<file path="config.mk">
export PLATFORM = sky130hd
export DESIGN_NAME = spi_echo_target
export DESIGN_NICKNAME = d
export VERILOG_FILES = /design/src/rtl/spi_echo_pkg.sv /design/src/rtl/spi_echo_sync.sv /design/src/rtl/spi_echo_rx.sv /design/src/rtl/spi_echo_tx.sv /design/src/rtl/spi_echo_target.sv
export SDC_FILE = /design/constraint.sdc
export NUM_CORES = 1
export LEC_CHECK = 0
export BUFFER_PORTS_ARGS = -buffer_cell sky130_fd_sc_hd__buf_2
export CAP_MARGIN = 20
export CORE_MARGIN = 4
export CORE_UTILIZATION = 25
export DETAILED_ROUTE_END_ITERATION = 7
export GPL_TIMING_DRIVEN = 0
export SLEW_MARGIN = 0
export SYNTH_ARGS = -nofsm -noshare
export SYNTH_HDL_FRONTEND = slang
export SYNTH_SLANG_ARGS = --single-unit
</file>
<file path="constraint.sdc">
create_clock -name clk -period 1.7 [get_ports clk]
set_input_delay 0.255 -clock clk [delete_from_list [all_inputs] [get_ports clk]]
set_output_delay 0.255 -clock clk [all_outputs]
set_load 0.01 [all_outputs]
</file>
<file path="src/rtl/spi_echo_pkg.sv">
// Package: shared widths and the frame layout for the echo-readback target.
// Assumes 8-bit address and data; the frame length is derived from them.
package spi_echo_pkg;
    parameter int ADDR_W = 8;
    parameter int DATA_W = 8;
    localparam int FRAME_BITS = 1 + ADDR_W + DATA_W;
    localparam int CNT_W = $clog2(FRAME_BITS + 2);

    typedef struct packed {
        logic              rd;
        logic [ADDR_W-1:0] addr;
        logic [DATA_W-1:0] data;
    } frame_t;
endpackage

</file>
<file path="src/rtl/spi_echo_sync.sv">
// Synchroniser and edge finder for the three serial inputs.
// Assumes the serial clock is much slower than clk (at least 6 clk per half period).
module spi_echo_sync #(
    parameter int STAGES = 2
) (
    input  logic clk,
    input  logic rst_n,
    input  logic ss_n,
    input  logic sck,
    input  logic mosi,
    output logic sel,
    output logic sel_start,
    output logic sel_end,
    output logic sck_rise,
    output logic sck_fall,
    output logic mosi_s
);
    localparam int NSIG = 3;
    logic [NSIG-1:0] raw;
    logic [NSIG-1:0] chain [STAGES];
    logic [NSIG-1:0] last;

    assign raw = {ss_n, sck, mosi};

    // Synchroniser stages, one per generate step; reset to deselected, clock low.
    for (genvar g = 0; g < STAGES; g++) begin : g_stage
        if (g == 0) begin : g_first
            always_ff @(posedge clk) begin
                if (!rst_n) chain[g] <= 3'b100;
                else        chain[g] <= raw;
            end
        end else begin : g_next
            always_ff @(posedge clk) begin
                if (!rst_n) chain[g] <= 3'b100;
                else        chain[g] <= chain[g-1];
            end
        end
    end

    // Previous synchronised value, for edge detection.
    always_ff @(posedge clk) begin
        if (!rst_n) last <= 3'b100;
        else        last <= chain[STAGES-1];
    end

    assign sel       = ~chain[STAGES-1][2];
    assign sel_start = last[2] & ~chain[STAGES-1][2];
    assign sel_end   = ~last[2] & chain[STAGES-1][2];
    assign sck_rise  = ~last[1] & chain[STAGES-1][1];
    assign sck_fall  = last[1] & ~chain[STAGES-1][1];
    assign mosi_s    = chain[STAGES-1][0];
endmodule

</file>
<file path="src/rtl/spi_echo_rx.sv">
// Receive side: shifts MOSI in on rising SCK, counts clocks and flags a
// commit when select ends after exactly FRAME_BITS clocks.
module spi_echo_rx
    import spi_echo_pkg::*;
(
    input  logic   clk,
    input  logic   rst_n,
    input  logic   sel,
    input  logic   sel_start,
    input  logic   sel_end,
    input  logic   sck_rise,
    input  logic   mosi_s,
    output frame_t frame,
    output logic   commit
);
    localparam logic [CNT_W-1:0] FULL = CNT_W'(FRAME_BITS);
    localparam logic [CNT_W-1:0] SAT  = CNT_W'(FRAME_BITS + 1);
    logic [FRAME_BITS-1:0] sr;
    logic [CNT_W-1:0]      cnt;

    // Shift register and saturating clock counter for the current frame.
    always_ff @(posedge clk) begin
        if (!rst_n) begin
            sr  <= '0;
            cnt <= '0;
        end else if (sel_start) begin
            cnt <= '0;
        end else if (sel && sck_rise) begin
            sr <= {sr[FRAME_BITS-2:0], mosi_s};
            if (cnt != SAT) cnt <= cnt + 1'b1;
        end
    end

    assign frame  = frame_t'(sr);
    assign commit = sel_end && (cnt == FULL);
endmodule

</file>
<file path="src/rtl/spi_echo_tx.sv">
// Transmit side: loads the echo word at frame start and shifts it out MSB
// first, one bit per falling SCK edge. Output is 0 while deselected.
module spi_echo_tx
    import spi_echo_pkg::*;
(
    input  logic                  clk,
    input  logic                  rst_n,
    input  logic                  sel,
    input  logic                  sel_start,
    input  logic                  sck_fall,
    input  logic [FRAME_BITS-1:0] echo,
    output logic                  miso,
    output logic                  miso_en
);
    logic [FRAME_BITS-1:0] sr;

    // Load at select, shift on each falling edge while selected.
    always_ff @(posedge clk) begin
        if (!rst_n)               sr <= '0;
        else if (sel_start)       sr <= echo;
        else if (sel && sck_fall) sr <= {sr[FRAME_BITS-2:0], 1'b0};
    end

    assign miso    = sel & sr[FRAME_BITS-1];
    assign miso_en = sel;
endmodule

</file>
<file path="src/rtl/spi_echo_target.sv">
// Top: serial register target with one-frame-delayed echo readback.
// Assumes reg_rdata follows reg_addr combinationally and a write lands on
// the clock edge where reg_we is high.
module spi_echo_target
    import spi_echo_pkg::*;
#(
    parameter int SYNC_STAGES = 2
) (
    input  logic              clk,
    input  logic              rst_n,
    input  logic              ss_n,
    input  logic              sck,
    input  logic              mosi,
    output logic              miso,
    output logic              miso_en,
    output logic [ADDR_W-1:0] reg_addr,
    output logic [DATA_W-1:0] reg_wdata,
    output logic              reg_we,
    input  logic [DATA_W-1:0] reg_rdata
);
    logic   sel, sel_start, sel_end, sck_rise, sck_fall, mosi_s;
    logic   commit;
    frame_t frame;
    frame_t held;
    logic   wait_wr, capture;
    logic [FRAME_BITS-1:0] echo_q;

    spi_echo_sync #(.STAGES(SYNC_STAGES)) sync_i (
        .clk(clk), .rst_n(rst_n), .ss_n(ss_n), .sck(sck), .mosi(mosi),
        .sel(sel), .sel_start(sel_start), .sel_end(sel_end),
        .sck_rise(sck_rise), .sck_fall(sck_fall), .mosi_s(mosi_s)
    );

    spi_echo_rx rx_i (
        .clk(clk), .rst_n(rst_n), .sel(sel), .sel_start(sel_start),
        .sel_end(sel_end), .sck_rise(sck_rise), .mosi_s(mosi_s),
        .frame(frame), .commit(commit)
    );

    // Commit: latch the frame and pulse the write strobe on a write.
    always_ff @(posedge clk) begin
        if (!rst_n) begin
            held    <= '0;
            reg_we  <= 1'b0;
            wait_wr <= 1'b0;
        end else begin
            reg_we  <= commit & ~frame.rd;
            wait_wr <= commit;
            if (commit) held <= frame;
        end
    end

    // Capture the readback one cycle after the write has landed.
    always_ff @(posedge clk) begin
        if (!rst_n) begin
            capture <= 1'b0;
            echo_q  <= '0;
        end else begin
            capture <= wait_wr;
            if (capture) echo_q <= {held.rd, held.addr, reg_rdata};
        end
    end

    assign reg_addr  = held.addr;
    assign reg_wdata = held.data;

    spi_echo_tx tx_i (
        .clk(clk), .rst_n(rst_n), .sel(sel), .sel_start(sel_start),
        .sck_fall(sck_fall), .echo(echo_q), .miso(miso), .miso_en(miso_en)
    );
endmodule

</file>
# Word level (Yosys, flattened, before mapping)
# Memory sizes are Yosys's and may differ from the RTL's.
# Index checks and enable logic that the tools add are counted.
# word_totals
ff_bits	79
latchBits	0
ram_bits	6
mem_bits_ro	0
input_bits	13
out_inout_bits	19
wordCells	43
n_memories	1
# classes
add_sub_neg	1
multipliers	0
div_mod_pow	0
order_cmp	0
n_eq_ne	2
shift	0
muxes	6
bitwise	15
reduce_logical	7
# memory_table
name	words	width	read_ports	rd_clocked_by_memory_dff	write_ports	line	rtl
sync_i.chain	2	3	2	0	2	spi_echo_sync.sv:20	logic [NSIG-1:0] chain [STAGES];
# ops
cell	count
$mux W17	2
$not A1 Y1	7
$and A1 B1 Y1	6
$mux W3	2
$add A5 B1 Y5 const B	1
$eq A5 B5 Y1 const B	1
$ne A5 B5 Y1 const B	1
$reduce_and A2 Y1	2
$logic_and A1 B1 Y1	3
$mux W1	2
$or A1 B1 Y1	2
$reduce_bool A2 Y1	1
$reduce_or A2 Y1	1

# Longest topological paths before layout
# logic_depth
word_depth	5
mapped_depth	7
ltp_nobuf	5

# Cells and area by module
# A second synthesis with hierarchy kept.
# hier_totals
cells_unflattened	339
hier_area_um2	3487.1
# modules_own_cells
module	n_inst	cells_each	area_per_inst_um2	seq_area_each_um2
spi_echo_target	1	131	1514.0	740.7
spi_echo_rx	1	110	988.4	440.4
spi_echo_tx	1	77	745.7	340.3
spi_echo_sync	1	21	239.0	160.2

# Worst setup path after synthesis
# OpenSTA, ideal clock, no wires.
# synth_path
kind	register to register
startpoint	register rx_i.cnt[0]
endpoint	register held (netlist bit reg_addr[0])
setup_time_ps	72
t_arrival_ps	1301
t_required_ps	1628
path_slack_ps	328
path_stages_with_launch	7
n_path_buf	2
synth_period_minus_slack_ps	1372
path_cell_list	dfxtp_1 > ha_1 > nand4bb_1 > nor3_1 > buf_4 > buf_4 > mux2i_1
# synth_via
elab_chain_len	2
# synth_lines
item	line	rtl
from (decl)	spi_echo_rx.sv:19	logic [CNT_W-1:0] cnt;
from (signal assigned)	spi_echo_rx.sv:30	if (cnt != SAT) cnt <= cnt + 1'b1;
$eq A5 B5 Y1	spi_echo_rx.sv:35	assign commit = sel_end && (cnt == FULL);
$logic_and A1 B1 Y1	spi_echo_rx.sv:35	
to (signal assigned)	spi_echo_target.sv:49	if (commit) held <= frame;
to (decl)	spi_echo_target.sv:24	frame_t held;
# Every way passes these cells.
# A chain may end at the register's enable or synchronous reset.

# Worst setup path after layout
# layout_path
startpoint	register rx_i.cnt[0]
endpoint	register held (netlist bit reg_wdata[2])
# The elaborated chain is that of the path after synthesis.

==> metrics <==
TritonCTS buffer count=9; P&R area growth vs syn=19.2%; routed wire length per instance=12.1 um; drt total wl=7070 um; PortBufs=30; Finish-stage setup viols=0; Setup crit end kind=flip-flop; ys async rst share=0; Leakage Power=1.50 nW; MaxCap Viol Count=0; Initial DRT Pass Iterations=4; Core ar.=13200 um2; initial drt markers=81; Combinational Power Share=0.037; DR vias/cell=4.32; Gate Count Post-Synth=362; Max IR drop VDD=499 uV; share of the clock period used by the worst path=0.897; switching part of the total=0.206; worst-path maximum fanout=9; WP data required=1.95 ns; worst hold path class=input pin to flip-flop; count of cell types in the netlist=32; Via Count=2522; clock sink total=84; Final ANT Viol Nets=0; Final Hold Vio Count=0; final-layout fill cell count=1396; WS Path Type=flip-flop to flip-flop; setup ws final=0.175 ns; H-tree depth=3; Worst Tran Pin Value=0.500 ns; global-route wire length before repair=12000 um; Clock Latency Late Sink=0.33 ns; Post-Syn Area per Cell=9.36 um2; ys flop type=dfxtp_1; Startpoint Class=flip-flop; leading cell type in the layout, fill and taps excluded=dfxtp_1; PD cells=970 nW/um2; Root Driver=clkbuf_16; Cell Area, Synth=3390 um2; min Tclk post-route=1.53 ns; most frequent cells in the layout=dfxtp_1, nand2_1, buf_2, mux2i_1, nand3_1; RSZ-0062 raised after global routing=no; status=finished clean; cts hold-fix bufs=0; Clock Path Buffers=2; Clock Skews=0.00468 ns; die area=15500 um2; Slew headroom=0.665; # rows=42; DP HPWL=5130 um; #FFs+latches synth=84; yosys warns=0; initial core utilization=0.256; CP arrival=1.78 ns; Clk pwr share=0.449; Layout Nets=420; Multi-input gate area=1440 um2; TritonCTS clock tree=yes; register area=1680 um2; Cell Int Power=3.11 mW; Seq/Total Area, Yosys=0.496; Slew Viols, Final=0; diode count=0; Placement Setup Slack=0.0626 ns; largest net degree at the start of global routing=13; Reg power frac=0.514; vias in the first global route=2529; NetSw=807 uW; total gr overflow=0; Final GP Congestion=0.738; r2r setup slk=0.17 ns; DRC Markers=0; chip width=124 um; setup TNS=0 ns; GRT Total Usage=0.0946; Worst-path clk slew=0.06 ns; fmax=0.656 GHz; initial antenna violation count=0; IO Pins=32; Syn Nets=378; ratio of cells with drive above 1 in the final layout=0.189; Post-synth EDFFs=0; die span in y=124 um
==> through the flow <==
step	instance area [um2]	hold slack, ns	instances	util	power (mW)
2_1_floorplan	3390	0.356	362	-	2.15
3_3_place_gp	3760	0.390	568	0.284	2.20
3_5_place_dp	3760	0.409	568	0.284	2.20
4_1_cts	4030	0.101	583	0.304	3.98
5_1_grt	4040	0.118	584	0.305	4.07
6_report	4040	0.115	584	0.305	3.92
==> power groups by stage <==
stage                     combinational (mW)  sequential (mW)  clock [mW]
final                                  0.143             2.01        1.76
after detailed placement               0.144             2.06           0
after global routing                   0.161             2.02        1.89
after global placement                 0.141             2.06           0
after floorplan                       0.0993             2.05           0
after CTS                              0.145             2.01        1.82
==> worst paths after layout <==
kind	cells after the start	start	endpoint
setup / recovery	6	rx_i.cnt[0]$_SDFFE_PP0P_	reg_wdata[2]$_SDFFE_PN0P_
hold / removal	2	ss_n	sync_i.chain[0][2]$_SDFF_PN1_
setup reg to reg	6	rx_i.cnt[0]$_SDFFE_PP0P_	reg_wdata[2]$_SDFFE_PN0P_
hold reg to reg	1	sync_i.chain[0][2]$_SDFF_PN1_	sync_i.chain[1][2]$_SDFF_PN1_
==> logic make-up after synthesis <==
group / share of synthesized area
AO/OA/AOI/OAI: 0.103
AND/OR/NAND/NOR: 0.208
flip-flops: 0.496
multiplexers: 0.103
buffers and inverters: 0.0779
adder cells (fa/ha/maj): 0.0111
==> worst max-delay path: stages, from the launching register on <==
cell and delay [ns]:
dfxtp_1 0.39, ha_1 0.18, nand4bb_1 0.13, nor3_1 0.18, buf_4 0.15, buf_4 0.19
mux2i_1 0.22
==> layer usage <==
metal | routed length [um] | part of all wire | track usage | vias up
met1 | 3440 | 0.49 | 0.117 | 1162
li1 | - | - | - | 1307
met2 | 3300 | 0.47 | 0.154 | 47
met5 | 0 | 0 | 0 | -
met4 | 62 | 0.0088 | 0.0329 | 0
met3 | 271 | 0.038 | 0.0317 | 6
==> cells in the mapped netlist (4+ instances only) <==
| master | number | area [um2] |
|---|---|---|
| dfxtp_1 | 84 | 1680 |
| mux2i_1 | 35 | 350 |
| and2_1 | 7 | 43.8 |
| clkbuf_1 | 12 | 45.0 |
| o21ai_0 | 20 | 100 |
| a31oi_1 | 16 | 100 |
| nand2_1 | 70 | 263 |
| a21oi_1 | 4 | 20.0 |
| buf_4 | 19 | 143 |
| nand3_1 | 21 | 105 |
| nor2b_1 | 18 | 113 |
| o31ai_1 | 16 | 120 |
| buf_2 | 10 | 50.1 |
==> state kept, by name (all words and copies together), names as in the netlist <==
| signal | cells |
|---|---|
| reg_we | 1 |
| wait_wr | 1 |
| tx_i.sr | 17 |
| rx_i.cnt | 5 |
| echo_q | 17 |
| sync_i.last | 2 |
| reg_wdata | 8 |
| sync_i.chain | 6 |
| capture | 1 |
| held | 1 |
| reg_addr | 8 |
| rx_i.frame | 17 |
==> final cells by class <==
class / instances / area share
flip-flops and latches: 84 / 0.417
multi-input cells: 232 / 0.357
clock buffers: 13 / 0.0645
plain buffers: 43 / 0.0629
well taps: 176 / 0.0546
repair buffers: 31 / 0.0391
inverters: 3 / 0.00279
clock inverters: 2 / 0.00248
==> repair_timing <==
| action | 4_1_cts | 5_1_grt |
|---|---|---|
| setup buffers | 0 | 1 |
| setup endpoints to repair | 0 | 11 |
| resized for setup | 0 | 2 |
(Power assumes the default switching activity.)
